`config.mk`:
```
export PLATFORM = sky130hd
export DESIGN_NAME = ppi_port_ctrl
export DESIGN_NICKNAME = d
export VERILOG_FILES = /design/src/rtl/ppi_pkg.sv /design/src/rtl/ppi_bus_decode.sv /design/src/rtl/ppi_ctrl_reg.sv /design/src/rtl/ppi_out_latch.sv /design/src/rtl/ppi_port_ctrl.sv
export SDC_FILE = /design/constraint.sdc
export NUM_CORES = 1
export LEC_CHECK = 0
export ABC_AREA = 1
export BUFFER_PORTS_ARGS = -buffer_cell sky130_fd_sc_hd__buf_2
export CORE_MARGIN = 5
export CORE_UTILIZATION = 35
export CTS_CLUSTER_SIZE = 30
export DETAILED_ROUTE_END_ITERATION = 7
export PLACE_DENSITY = 0.72
export SYNTH_ARGS = -nofsm -noshare
export SYNTH_HDL_FRONTEND = slang
export SYNTH_HIERARCHICAL = 1
export SYNTH_SLANG_ARGS = --single-unit
```
`constraint.sdc`:
```
create_clock -name clk -period 1.2 [get_ports clk]
set_input_delay 0.12 -clock clk [delete_from_list [all_inputs] [get_ports clk]]
set_output_delay 0.12 -clock clk [all_outputs]
set_load 0.005 [all_outputs]
```
`src/rtl/ppi_pkg.sv`:
```
package ppi_pkg;
  localparam int PPI_DW  = 8;
  localparam int PPI_HW  = PPI_DW / 2;
  localparam int PPI_SW  = $clog2(PPI_DW);

  typedef enum logic [1:0] {
    SEL_A   = 2'd0,
    SEL_B   = 2'd1,
    SEL_C   = 2'd2,
    SEL_CTL = 2'd3
  } sel_e;

  // direction flags, 1 = input
  typedef struct packed {
    logic a_in;
    logic cu_in;
    logic b_in;
    logic cl_in;
  } dir_t;

  localparam dir_t DIR_ALL_IN = '{a_in: 1'b1, cu_in: 1'b1, b_in: 1'b1, cl_in: 1'b1};

  function automatic dir_t mode_dirs(input logic [PPI_DW-1:0] w);
    dir_t d;
    d.a_in  = w[4];
    d.cu_in = w[3];
    d.b_in  = w[1];
    d.cl_in = w[0];
    return d;
  endfunction

  function automatic logic [PPI_DW-1:0] ctrl_image(input dir_t d);
    return {1'b1, 2'b00, d.a_in, d.cu_in, 1'b0, d.b_in, d.cl_in};
  endfunction

  // pin where the mask marks input, latch elsewhere
  function automatic logic [PPI_DW-1:0] mix_read(input logic [PPI_DW-1:0] latch,
                                                 input logic [PPI_DW-1:0] pin,
                                                 input logic [PPI_DW-1:0] in_mask);
    return (pin & in_mask) | (latch & ~in_mask);
  endfunction

  function automatic logic [PPI_DW-1:0] bit_onehot(input logic [PPI_SW-1:0] idx);
    return {{(PPI_DW-1){1'b0}}, 1'b1} << idx;
  endfunction
endpackage

```
`src/rtl/ppi_bus_decode.sv`:
```
module ppi_bus_decode
  import ppi_pkg::*;
(
  input  logic       cs_n,
  input  logic       rd_n,
  input  logic       wr_n,
  input  logic [1:0] addr,
  input  logic       cmd_kind,
  output logic       wr_a,
  output logic       wr_b,
  output logic       wr_c,
  output logic       mode_wr,
  output logic       bsr_wr,
  output logic       rd_en
);
  logic wr_any;
  sel_e sel;

  assign sel    = sel_e'(addr);
  assign wr_any = ~cs_n & ~wr_n;
  assign rd_en  = ~cs_n & ~rd_n;

  assign wr_a    = wr_any && (sel == SEL_A);
  assign wr_b    = wr_any && (sel == SEL_B);
  assign wr_c    = wr_any && (sel == SEL_C);
  assign mode_wr = wr_any && (sel == SEL_CTL) &&  cmd_kind;
  assign bsr_wr  = wr_any && (sel == SEL_CTL) && !cmd_kind;
endmodule

```
`src/rtl/ppi_ctrl_reg.sv`:
```
module ppi_ctrl_reg
  import ppi_pkg::*;
(
  input  logic      clk,
  input  logic      rst,
  input  logic      mode_wr,
  input  dir_t      new_dir,
  output dir_t      dir
);
  always_ff @(posedge clk) begin
    if (rst)          dir <= DIR_ALL_IN;
    else if (mode_wr) dir <= new_dir;
  end
endmodule

```
`src/rtl/ppi_out_latch.sv`:
```
module ppi_out_latch #(
  parameter int W = 8
) (
  input  logic         clk,
  input  logic         rst,
  input  logic         clr,
  input  logic         ld,
  input  logic [W-1:0] ld_data,
  input  logic [W-1:0] bit_we,
  input  logic         bit_val,
  output logic [W-1:0] q
);
  for (genvar i = 0; i < W; i++) begin : g_bit
    always_ff @(posedge clk) begin
      if (rst || clr)     q[i] <= 1'b0;
      else if (ld)        q[i] <= ld_data[i];
      else if (bit_we[i]) q[i] <= bit_val;
    end
  end
endmodule

```
`src/rtl/ppi_port_ctrl.sv`:
```
module ppi_port_ctrl
  import ppi_pkg::*;
(
  input  logic              clk,
  input  logic              rst,
  input  logic              cs_n,
  input  logic              rd_n,
  input  logic              wr_n,
  input  logic [1:0]        addr,
  input  logic [PPI_DW-1:0] din,
  output logic [PPI_DW-1:0] dout,
  output logic              dout_en,
  input  logic [PPI_DW-1:0] pa_in,
  output logic [PPI_DW-1:0] pa_out,
  output logic [PPI_DW-1:0] pa_oe,
  input  logic [PPI_DW-1:0] pb_in,
  output logic [PPI_DW-1:0] pb_out,
  output logic [PPI_DW-1:0] pb_oe,
  input  logic [PPI_DW-1:0] pc_in,
  output logic [PPI_DW-1:0] pc_out,
  output logic [PPI_DW-1:0] pc_oe
);
  // named internal events, observed by the bound checker
  logic              wr_a, wr_b, wr_c, mode_wr, bsr_wr, rd_en;
  dir_t              dir;
  logic [PPI_DW-1:0] ctrl_word;
  logic [PPI_DW-1:0] bsr_we;
  logic [PPI_DW-1:0] a_in_mask, b_in_mask, c_in_mask;
  logic [PPI_DW-1:0] unused_din;

  assign unused_din = din;

  ppi_bus_decode u_dec (
    .cs_n     (cs_n),
    .rd_n     (rd_n),
    .wr_n     (wr_n),
    .addr     (addr),
    .cmd_kind (din[PPI_DW-1]),
    .wr_a     (wr_a),
    .wr_b     (wr_b),
    .wr_c     (wr_c),
    .mode_wr  (mode_wr),
    .bsr_wr   (bsr_wr),
    .rd_en    (rd_en)
  );

  ppi_ctrl_reg u_ctl (
    .clk     (clk),
    .rst     (rst),
    .mode_wr (mode_wr),
    .new_dir (mode_dirs(din)),
    .dir     (dir)
  );

  assign ctrl_word = ctrl_image(dir);
  assign bsr_we    = bsr_wr ? bit_onehot(din[PPI_SW:1]) : '0;

  ppi_out_latch #(.W(PPI_DW)) u_pa (
    .clk(clk), .rst(rst), .clr(mode_wr), .ld(wr_a), .ld_data(din),
    .bit_we('0), .bit_val(1'b0), .q(pa_out)
  );

  ppi_out_latch #(.W(PPI_DW)) u_pb (
    .clk(clk), .rst(rst), .clr(mode_wr), .ld(wr_b), .ld_data(din),
    .bit_we('0), .bit_val(1'b0), .q(pb_out)
  );

  ppi_out_latch #(.W(PPI_DW)) u_pc (
    .clk(clk), .rst(rst), .clr(mode_wr), .ld(wr_c), .ld_data(din),
    .bit_we(bsr_we), .bit_val(din[0]), .q(pc_out)
  );

  assign a_in_mask = {PPI_DW{dir.a_in}};
  assign b_in_mask = {PPI_DW{dir.b_in}};
  assign c_in_mask = {{PPI_HW{dir.cu_in}}, {PPI_HW{dir.cl_in}}};

  assign pa_oe = ~a_in_mask;
  assign pb_oe = ~b_in_mask;
  assign pc_oe = ~c_in_mask;

  assign dout_en = rd_en;

  always_comb begin
    dout = '0;
    if (rd_en) begin
      unique case (sel_e'(addr))
        SEL_A:   dout = mix_read(pa_out, pa_in, a_in_mask);
        SEL_B:   dout = mix_read(pb_out, pb_in, b_in_mask);
        SEL_C:   dout = mix_read(pc_out, pc_in, c_in_mask);
        SEL_CTL: dout = ctrl_word;
      endcase
    end
  end
endmodule

```
==> results.md, run 1 <==
- Status: finished, violations left
- Failing checks: setup timing
- Crit-path max FO: 6
- Number of I/O port buffers: 95
- WP depth: 6
- Vias per cell: 4.53
- Synth Register Bits: 28
- Total grt overflow: 0
- Die ar.: 8280 um2
- Synth cell types: 20
- CTS Buf Count: 3
- HPWL Detailed: 6.33 mm
- P_int: 1.55 mW
- TritonCTS clock tree: built
- Final ANT Viol Nets: 0
- Clock Power Share: 27.4%
- Worst EP required: 1.08 ns
- Switching Power: 748 uW
- Share of the synthesized area in the top cell type: 26.3%
- Initial Util: 36.2%
- Hold WS: 0.140 ns
- Crit-path slowest cell: dfxtp_4
- Worst hold path class: input port to flip-flop
- Fill count: 661
- WL met3: 602 um
- Asr flop ratio synth: 0%
- All-Layer GR Usage: 18.2%
- Wire length on met2: 3.70 mm
- Root Driver: clkbuf_8
- Seq/Total Area, Yosys: 24.4%
- Fin crit share: 128%
- Post-synth EDFFs: 0
- CP Capture Type: output port
- Initial antenna violation count: 0
- Setup violators final: 8
- Routed vias: 2888
- Layout Skew: 0 ns
- GP Congestion: 0.939
- Placeable Area: 6350 um2
- Element type at the critical path start: flip-flop
- Chip height: 91.0 um
- Setup ws final: -0.335 ns
- Leakage power: 1.97 nW
- Share of layout cells above drive strength 1: 30.7%
- Area growth from synthesis to layout: 40.9%
- Pre-Repair DR Iteration Count: 4
- FF/Latch Area: 577 um2
- Critical path type: flip-flop to output port
- Io pins: 96
- Commonest cells in the synthesized netlist: nand2_1, nor2_1, inv_1
- Worst Path Buf+Inv: 3
- Area of the multi-input gates: 1390 um2
- Synth area leader: nand2_1
- Std cell rows: 29
- Largest cells by area after synthesis: nand2_1, dfxtp_1, nor2_1
- Combinational share of power: 28.0%
- Worst-path cell chain: buf_6 -> o211ai_1 -> nand3b_1 -> nand2_1 -> inv_1 -> buf_2
- Final Critical Period: 1.53 ns
- CTS max path bufs: 2
- Crit path DAT: 1.41 ns
- WHS Path Cells: 3
- Max frequency: 0.652 GHz
- Pin count of the biggest net entering global routing: 16
- Clk_lat worst skew: 0.28 ns
- Synth warn: 6
- Sequential share of power: 44.6%
- CTS sink cnt: 28
- Reg clk slew, reported paths: 0.11 ns
- Metal1 wirelength: 3.46 mm
- Global-route wire length before repair: 12.6 mm
- Highest Signal Layer: met4
- Synth Cell Area: 2300 um2
- RSZ-0062 raised after global routing: yes
- Max IR drop VDD: 0.426 mV
- N_diodes: 0
- Dpl ws: -0.110 ns
- Nets: 600
- Synth Instances: 428
- Final hold vios: 0
- Final WL: 7.88 mm
- Switch share: 32.6%
- Cell Pwr Density: 710 nW/um2
- R2R Setup Slk: 0.41 ns
- Final slew viol count: 0
- DRT iter0 DRCs: 230
- H-tree levels: 1
- Routed length per placed instance: 12.4 um
- DRC Markers: 0
- Chip width: 91.0 um
- Max incr delay on CP: 0.39 ns
- Top-count cell post-synth: nand2_1
- Worst Reg2Reg Path Length in Cells: 3
- Ys flop type: dfxtp_1
- Vias in the first global route: 2673
- Cell family with most CP delay: flip-flops
- Post-synthesis area per instance: 5.36 um2
- Max-cap viol count: 0
[worst paths after layout]
check | from | to
worst max-delay path | u_ctl/dir[1] | dout[4]
worst min-delay path | din[4] | u_ctl/dir[3]
worst max register to register | u_ctl/dir[1] | u_ctl/dir[1]
worst min register to register | u_ctl/dir[0] | u_ctl/dir[0]
[metal layers]
layer | vias up | GRT usage, %
li1 | 1484 | -
met3 | 8 | 2.23
met2 | 116 | 29.8
met1 | 1280 | 24.8
met5 | - | 0
met4 | 0 | 5.87
[state kept, by name (all words and copies together), names as in the netlist]
signal,count
u_pc/q,8
u_pb/q,8
u_ctl/dir,4
u_pa/q,8
[cells in the final DEF, fill, tap and decap left out]
master,Yosys,layout
nand2_1,161,154
buf_2,3,87
nor2_1,69,64
inv_1,53,51
buf_4,20,28
conb_1,1,26
dfxtp_1,28,23
nand3_1,24,22
o21ai_0,23,21
clkinv_1,18,18
buf_6,3,12
nor2_2,5,9
nand2_2,0,7
inv_2,6,6
o211ai_1,5,5
clkbuf_8,0,4
dfxtp_4,0,4
nand2_4,3,3
nor2_4,1,2
o21ai_1,1,2
nand3b_1,2,2
nand3_2,0,2
inv_6,0,1
o21ai_2,0,1
or2_2,1,1
inv_4,0,1
a21oi_2,0,1
buf_8,0,1
buf_12,0,1
dfxtp_2,0,1
[metrics by stage]
step                      total power, mW  instance area, um2  instances  utilization, %  setup TNS [ns]
after floorplan                      1.36                2390        453               -               0
after global placement               1.64                3020        632            47.6          -0.921
after detailed placement             1.65                3020        632            47.6           -2.00
after CTS                            2.28                3120        636            49.2           -2.14
after global routing                 2.42                3230        637            50.9           -3.11
final                                2.30                3230        637            50.9           -2.15
[worst register-to-register path, delay by kind of cell, from the launching register on]
family,cells,cell delay [ns]
flip-flops,1,0.39
AND/OR/NAND/NOR,2,0.14
buffers and inverters,1,0.16
[power groups by stage]
stage | sequential, mW | combinational (mW) | clock [mW]
CTS | 1.03 | 0.612 | 0.641
detailed placement | 1.05 | 0.602 | 0
global route | 1.03 | 0.722 | 0.668
floorplan | 1.04 | 0.321 | 0
finish | 1.02 | 0.643 | 0.629
global placement | 1.05 | 0.592 | 0
[what timing repair did]
item,in CTS,in global routing
setup buffers,0,1
hold buffers,0,0
setup endpoints to repair,32,32
pin swaps,5,7
gates resized for setup,16,31
[kinds of logic (layout without fill, tap and decap cells)]
group | count (synthesis) | after routing | synth area share, %
flops | 28 | 28 | 24.4
compound gates | 30 | 30 | 7.08
buf+inv | 103 | 210 | 21.3
other cells | 1 | 26 | 0.163
simple gates | 266 | 266 | 47.1
[final cells by class]
| class | count | share of cell area [%] |
|---|---|---|
| multi-input cells | 322 | 43.1 |
| repair buffers | 129 | 25.2 |
| clock buffers | 4 | 1.70 |
| well taps | 77 | 2.98 |
| inverters | 77 | 9.17 |
| flip-flops and latches | 28 | 17.8 |
(Power assumes the default switching activity.)
==> run 2: changes to the inputs <==
Settings changed: MAX_ROUTING_LAYER set to met4.
==> results.md, run 2 (synthesis gave the netlist of run 1 again) <==
- Status: finished, violations left
- Failing checks: setup timing
- Die ar.: 8280 um2 (unchanged)
- Max incr delay on CP: 0.39 ns (about the same)
- Layout Skew: 0 ns (unchanged)
- Max frequency: 0.662 GHz (+1.7%)
- Worst-path cell chain: buf_6 -> o211ai_1 -> nand3b_1 -> nand2_1 -> inv_1 -> buf_2
- DRT iter0 DRCs: 118 (-49%)
- Pin count of the biggest net entering global routing: 16 (unchanged)
- HPWL Detailed: 6.18 mm (-2.4%)
- Io pins: 96 (unchanged)
- Nets: 603 (+0.50%)
- TritonCTS clock tree: built
- Cell family with most CP delay: flip-flops
- Combinational share of power: 27.7% (-0.3 points)
- Fin crit share: 126% (-2.1 points)
- WL met3: 422 um (-30%)
- Worst hold path class: input port to flip-flop
- Switch share: 32.3% (-0.30 points)
- Clock Power Share: 27.6% (+0.2 points)
- CTS max path bufs: 2 (unchanged)
- Sequential share of power: 44.7% (about the same)
- Final Critical Period: 1.51 ns (-0.0252 ns)
- P_int: 1.55 mW (+0.16%)
- Worst EP required: 1.08 ns (about the same)
- Largest registers: u_pa/q: 8 flops, u_pb/q: 8 flops, u_pc/q: 8 flops
- Chip width: 91.0 um (unchanged)
- Setup violators final: 16 (+8)
- Root Driver: clkbuf_8
- Hold Buf Count CTS: 0 (unchanged)
- Vias per cell: 4.45 (-1.8%)
- Reg clk slew, reported paths: 0.11 ns (about the same)
- Vias in the first global route: 2598 (-2.8%)
- Setup ws final: -0.310 ns (+0.0252 ns)
- Clk_lat worst skew: 0.29 ns (about the same)
- Std cell rows: 29 (unchanged)
- Critical path type: flip-flop to output port
- H-tree levels: 1 (unchanged)
- Switching Power: 739 uW (-1.2%)
- Routed length per placed instance: 11.9 um (-4.1%)
- Global-route wire length before repair: 12.0 mm (-4.5%)
- Final hold vios: 0 (unchanged)
- Final slew viol count: 0 (unchanged)
- Routed vias: 2848 (-1.4%)
- Dpl cells: 634 (+0.32%)
- Leakage power: 1.98 nW (+0.47%)
- DRC Markers: 0 (unchanged)
- Area growth from synthesis to layout: 39.9%
- Crit-path max FO: 6 (unchanged)
- Chip height: 91.0 um (unchanged)
- Non-filler instance count after layout: 640 (+0.47%)
- Number of I/O port buffers: 95 (unchanged)
- Initial Util: 36.2% (unchanged)
- Initial antenna violation count: 0 (unchanged)
- Metal1 wirelength: 3.51 mm (+1.4%)
- Share of layout cells above drive strength 1: 29.5% (-1.2 points)
- Total grt overflow: 0 (unchanged)
- Final ANT Viol Nets: 0 (unchanged)
- Pre-Repair DR Iteration Count: 4 (unchanged)
- N_diodes: 0 (unchanged)
- Highest Signal Layer: met4
- CTS Buf Count: 3 (unchanged)
- RSZ-0062 raised after global routing: yes
- Placeable Area: 6350 um2 (unchanged)
- Crit path DAT: 1.39 ns (-0.02 ns)
- Worst Path Buf+Inv: 3 (unchanged)
- Cell Pwr Density: 713 nW/um2 (+0.41%)
- Final WL: 7.59 mm (-3.6%)
- Max IR drop VDD: 0.537 mV (+26%)
- Wire length on met2: 3.50 mm (-5.2%)
- CP Capture Type: output port
- All-Layer GR Usage: 18.2% (-0.025 points)
- Element type at the critical path start: flip-flop
- Most common cell after layout, fill and taps aside: nand2_1
- Crit-path slowest cell: dfxtp_4
- Most frequent cells in the layout: nand2_1, buf_2, nor2_1
- GP Congestion: 0.966 (+2.9%)
- CTS sink cnt: 28 (unchanged)
- Max-cap viol count: 0 (unchanged)
- Setup total negative slack: -2.23 ns (-0.0818 ns)
run 2: area by class of cell:
| type | count | area (um2) |
|---|---|---|
| Clock buffer | 4 | 55.1 |
| Fill cell | 674 | 3140 |
| Inverter | 77 | 294 |
| Multi-Input combinational cell | 322 | 1370 |
| Timing Repair Buffer | 132 | 822 |
| Tap cell | 77 | 96.3 |
| Sequential cell | 28 | 576 |
run 2: worst paths after layout:
kind                   to  slack, ns  cells after the start    startpoint
max               dout[4]      -0.31                      6  u_ctl/dir[1]
min          u_ctl/dir[3]       0.13                      3        din[4]
max reg2reg  u_ctl/dir[1]       0.43                      3  u_ctl/dir[1]
min reg2reg  u_ctl/dir[0]       0.55                      2  u_ctl/dir[0]
run 2: through the flow:
stage / cell area, um2 / utilization, % / power (mW) / worst slack (ns) / hold WS [ns]
floorplan: 2390 / - / 1.36 / 0.115 / 0.242
global route: 3210 / 50.6 / 2.41 / -0.377 / 0.145
detailed placement: 3030 / 47.6 / 1.65 / -0.112 / 0.428
CTS: 3200 / 50.3 / 2.29 / -0.307 / 0.125
finish: 3210 / 50.6 / 2.29 / -0.310 / 0.134
global placement: 3030 / 47.6 / 1.65 / -0.0973 / 0.431
run 2: power by group through the flow:
stage	clock, mW	combinational (mW)	sequential [mW]
final	0.633	0.634	1.02
after global routing	0.665	0.711	1.03
after CTS	0.638	0.627	1.02
after detailed placement	0	0.605	1.05
after global placement	0	0.597	1.05
after floorplan	0	0.321	1.04
run 2: routing by layer:
layer / GRT usage (%) / up-vias
met1: 22.8 / 1250
met5: - / -
li1: - / 1497
met2: 29.9 / 89
met3: 2.31 / 12
met4: 6.60 / 0
run 2: what timing repair did:
item,4_1_cts,5_1_grt
buffers inserted,2,0
pin swaps,6,4
resized for setup,28,8
setup endpoints to repair,32,28
run 2: worst min-delay path, cell delays in order:
cell and delay, ns:
buf_2 0.15, nand2_1 0.06, nand3_1 0.07
==> run 3: changes to the inputs <==
Settings changed: ABC_AREA 1 to unset, PLACE_DENSITY 0.72 to 0.69.
Clock period 1.2 ns to 1.9 ns, I/O delays scaled along.
==> results.md, run 3 <==
- Synth cell types: 31 (+55%)
- Asr flop ratio synth: 0% (unchanged)
- Critical path type: flip-flop to output port
- Reg clk slew, reported paths: 0.11 ns (about the same)
- Chip height: 87.9 um (-3.4%)
- Final WL: 6.39 mm (-16%)
- Most frequent cells in the layout: buf_2, mux2_2, conb_1
- Largest registers: u_pa/q: 8 flops, u_pb/q: 8 flops, u_pc/q: 8 flops
- Initial Util: 35.9% (-0.25 points)
- Rel. slew slack: 62.4%
- Io pins: 96 (unchanged)
- Worst EP required: 1.71 ns (+0.63 ns)
- Fill count: 598 (-11%)
- Fin crit share: 93.3%
- Top-count cell post-synth: mux2_2
- CTS max path bufs: 2 (unchanged)
- Element type at the critical path start: flip-flop
- H-tree levels: 1 (unchanged)
- Chip width: 87.9 um (-3.4%)
- Die ar.: 7730 um2 (-6.6%)
- Status: completed
- Crit-path max FO: 7 (+1)
- Clk_lat worst skew: 0.28 ns (about the same)
- Max-cap viol count: 0 (unchanged)
- Placeable Area: 5920 um2 (-6.8%)
- Commonest cells in the synthesized netlist: mux2_2, dfxtp_1, o211a_1
- Routed length per placed instance: 15.8 um (+34%)
- N_diodes: 0 (unchanged)
- Area growth from synthesis to layout: 28.1%
- CTS Buf Count: 3 (unchanged)
- Dpl ws: 0.166 ns (+0.278 ns)
- Pre-Repair DR Iteration Count: 4 (unchanged)
- Post-synth EDFFs: 0 (unchanged)
- Nets: 368 (-39%)
- Most common cell after layout, fill and taps aside: buf_2
- Initial antenna violation count: 0 (unchanged)
- DRT iter0 DRCs: 104 (-12%)
- HPWL Detailed: 5.14 mm (-17%)
- Share of the synthesized area in the top cell type: 26.4% (+0.047 points)
- Worst hold path class: input port to flip-flop
- CP Capture Type: output port
- Ys flop type: dfxtp_1
- Final hold vios: 0 (unchanged)
- Crit path DAT: 1.58 ns (+0.19 ns)
- Synth Instances: 220 (-49%)
- Vias in the first global route: 1898 (-27%)
- CTS sink cnt: 28 (unchanged)
- DRC Markers: 0 (unchanged)
- Final ANT Viol Nets: 0 (unchanged)
- Largest cells by area after synthesis: dfxtp_1, mux2_2, o211a_1
- Pin count of the biggest net entering global routing: 17 (+1)
- Vias per cell: 4.81 (+8.2%)
- All-Layer GR Usage: 16.5% (-1.7 points)
- Setup ws final: 0.128 ns (+0.438 ns)
- Final Critical Period: 1.77 ns
- Max frequency: 0.564 GHz
- Global-route wire length before repair: 9.56 mm (-20%)
- Share of layout cells above drive strength 1: 47.0% (+17 points)
- Root Driver: clkbuf_8
- Total grt overflow: 0 (unchanged)
- Tot Pwr: 1.37 mW (-40%)
- TritonCTS clock tree: built
- Layout Skew: 0 ns (unchanged)
- Setup violators final: 0 (-16)
- Leakage power: 1.65 nW (-17%)
- GP Congestion: 0.873 (-9.6%)
- Cell Pwr Density: 503 nW/um2 (-29%)
- Final slew viol count: 0 (unchanged)
- Max IR drop VDD: 0.300 mV (-44%)
- Seq/Total Area, Yosys: 26.4% (+2.0 points)
- Setup total negative slack: 0 ns (+2.23 ns)
- Std cell rows: 28 (-3.4%)
- Synth area leader: dfxtp_1
- Synth warn: 6 (unchanged)
- RSZ-0062 raised after global routing: no
- Number of I/O port buffers: 95 (unchanged)
- Synth Register Bits: 28 (unchanged)
- Synth Cell Area: 2130 um2 (-7.4%)
- Slew of the pin with the lowest slew margin: 0.562 ns
- Routed vias: 1940 (-32%)
- Post-synthesis area per instance: 9.66 um2 (+80%)
[run 3: cell types whose count changed after synthesis, sizes merged, moves of 24 or more]
cell	before	now
nand3	24	0
nor2	75	15
o211a	0	24
o21ai	24	0
mux2	0	37
nand2	164	3
inv	59	4
[run 3: path summary, 6_finish.rpt]
kind | start | end | slack, ns | cells after the start
min reg2reg | u_pb/q[5] | u_pb/q[5] | 0.64 | 2
min | rst | u_ctl/dir[2] | 0.21 | 2
max | u_ctl/dir[2] | dout[7] | 0.13 | 3
max reg2reg | u_ctl/dir[2] | u_ctl/dir[2] | 0.98 | 2
[run 3: critical path: stages (launching register included)]
cell	delay, ns
dfxtp_1	0.52
mux2_2	0.38
o221a_2	0.26
buf_2	0.13
[run 3: per-layer routing]
metal / share of wire [%] / global-route usage [%] / vias to the layer above
met5: 0 / - / -
met1: 43 / 20.0 / 921
li1: - / - / 963
met2: 51 / 29.0 / 54
met4: 0.36 / 3.35 / 0
met3: 5.8 / 2.16 / 2
[run 3: repair_timing]
item | CTS | global route
setup endpoints to repair | 7 | 1
hold buffers | 0 | 0
resized for setup | 2 | 1
hold endpoints to repair | 0 | 0
buffers inserted | 0 | 0
pin swaps | 0 | 0
[run 3: layout make-up]
cell class                      count  area [um2]  share of cell area [%]
Inverter                            4        15.0                   0.551
Clock buffer                        4        55.1                    2.02
Sequential cell                    28         566                    20.8
Multi-Input combinational cell    188        1450                    53.3
Tap cell                           75        93.8                    3.45
Timing Repair Buffer              104         543                    19.9
[run 3: cell families (layout without fill, tap and decap cells)]
kind of cell	Yosys count	after routing	share of synthesized area, %
other cells	1	32	0.176
simple gates	63	63	17.5
mux	48	48	25.0
buf+inv	35	112	11.8
flops	28	28	26.4
compound gates	45	45	19.2
[run 3: per-stage QoR]
step	hold WS (ns)	std cells	cell area, um2	util, %
finish	0.211	403	2720	46.0
CTS	0.199	403	2720	45.9
global route	0.204	403	2720	46.0
global placement	0.500	399	2660	45.0
floorplan	0.289	251	2240	-
detailed placement	0.497	399	2660	45.0
[run 3: power breakdown]
| part | internal, mW | switching [mW] | leakage (nW) | total [mW] |
|---|---|---|---|---|
| Clock | 0.186 | 0.205 | 0.0288 | 0.391 |
| Combinational | 0.177 | 0.157 | 1.39 | 0.333 |
| Sequential | 0.619 | 0.0277 | 0.229 | 0.647 |
| Total | 0.981 | 0.389 | 1.65 | 1.37 |
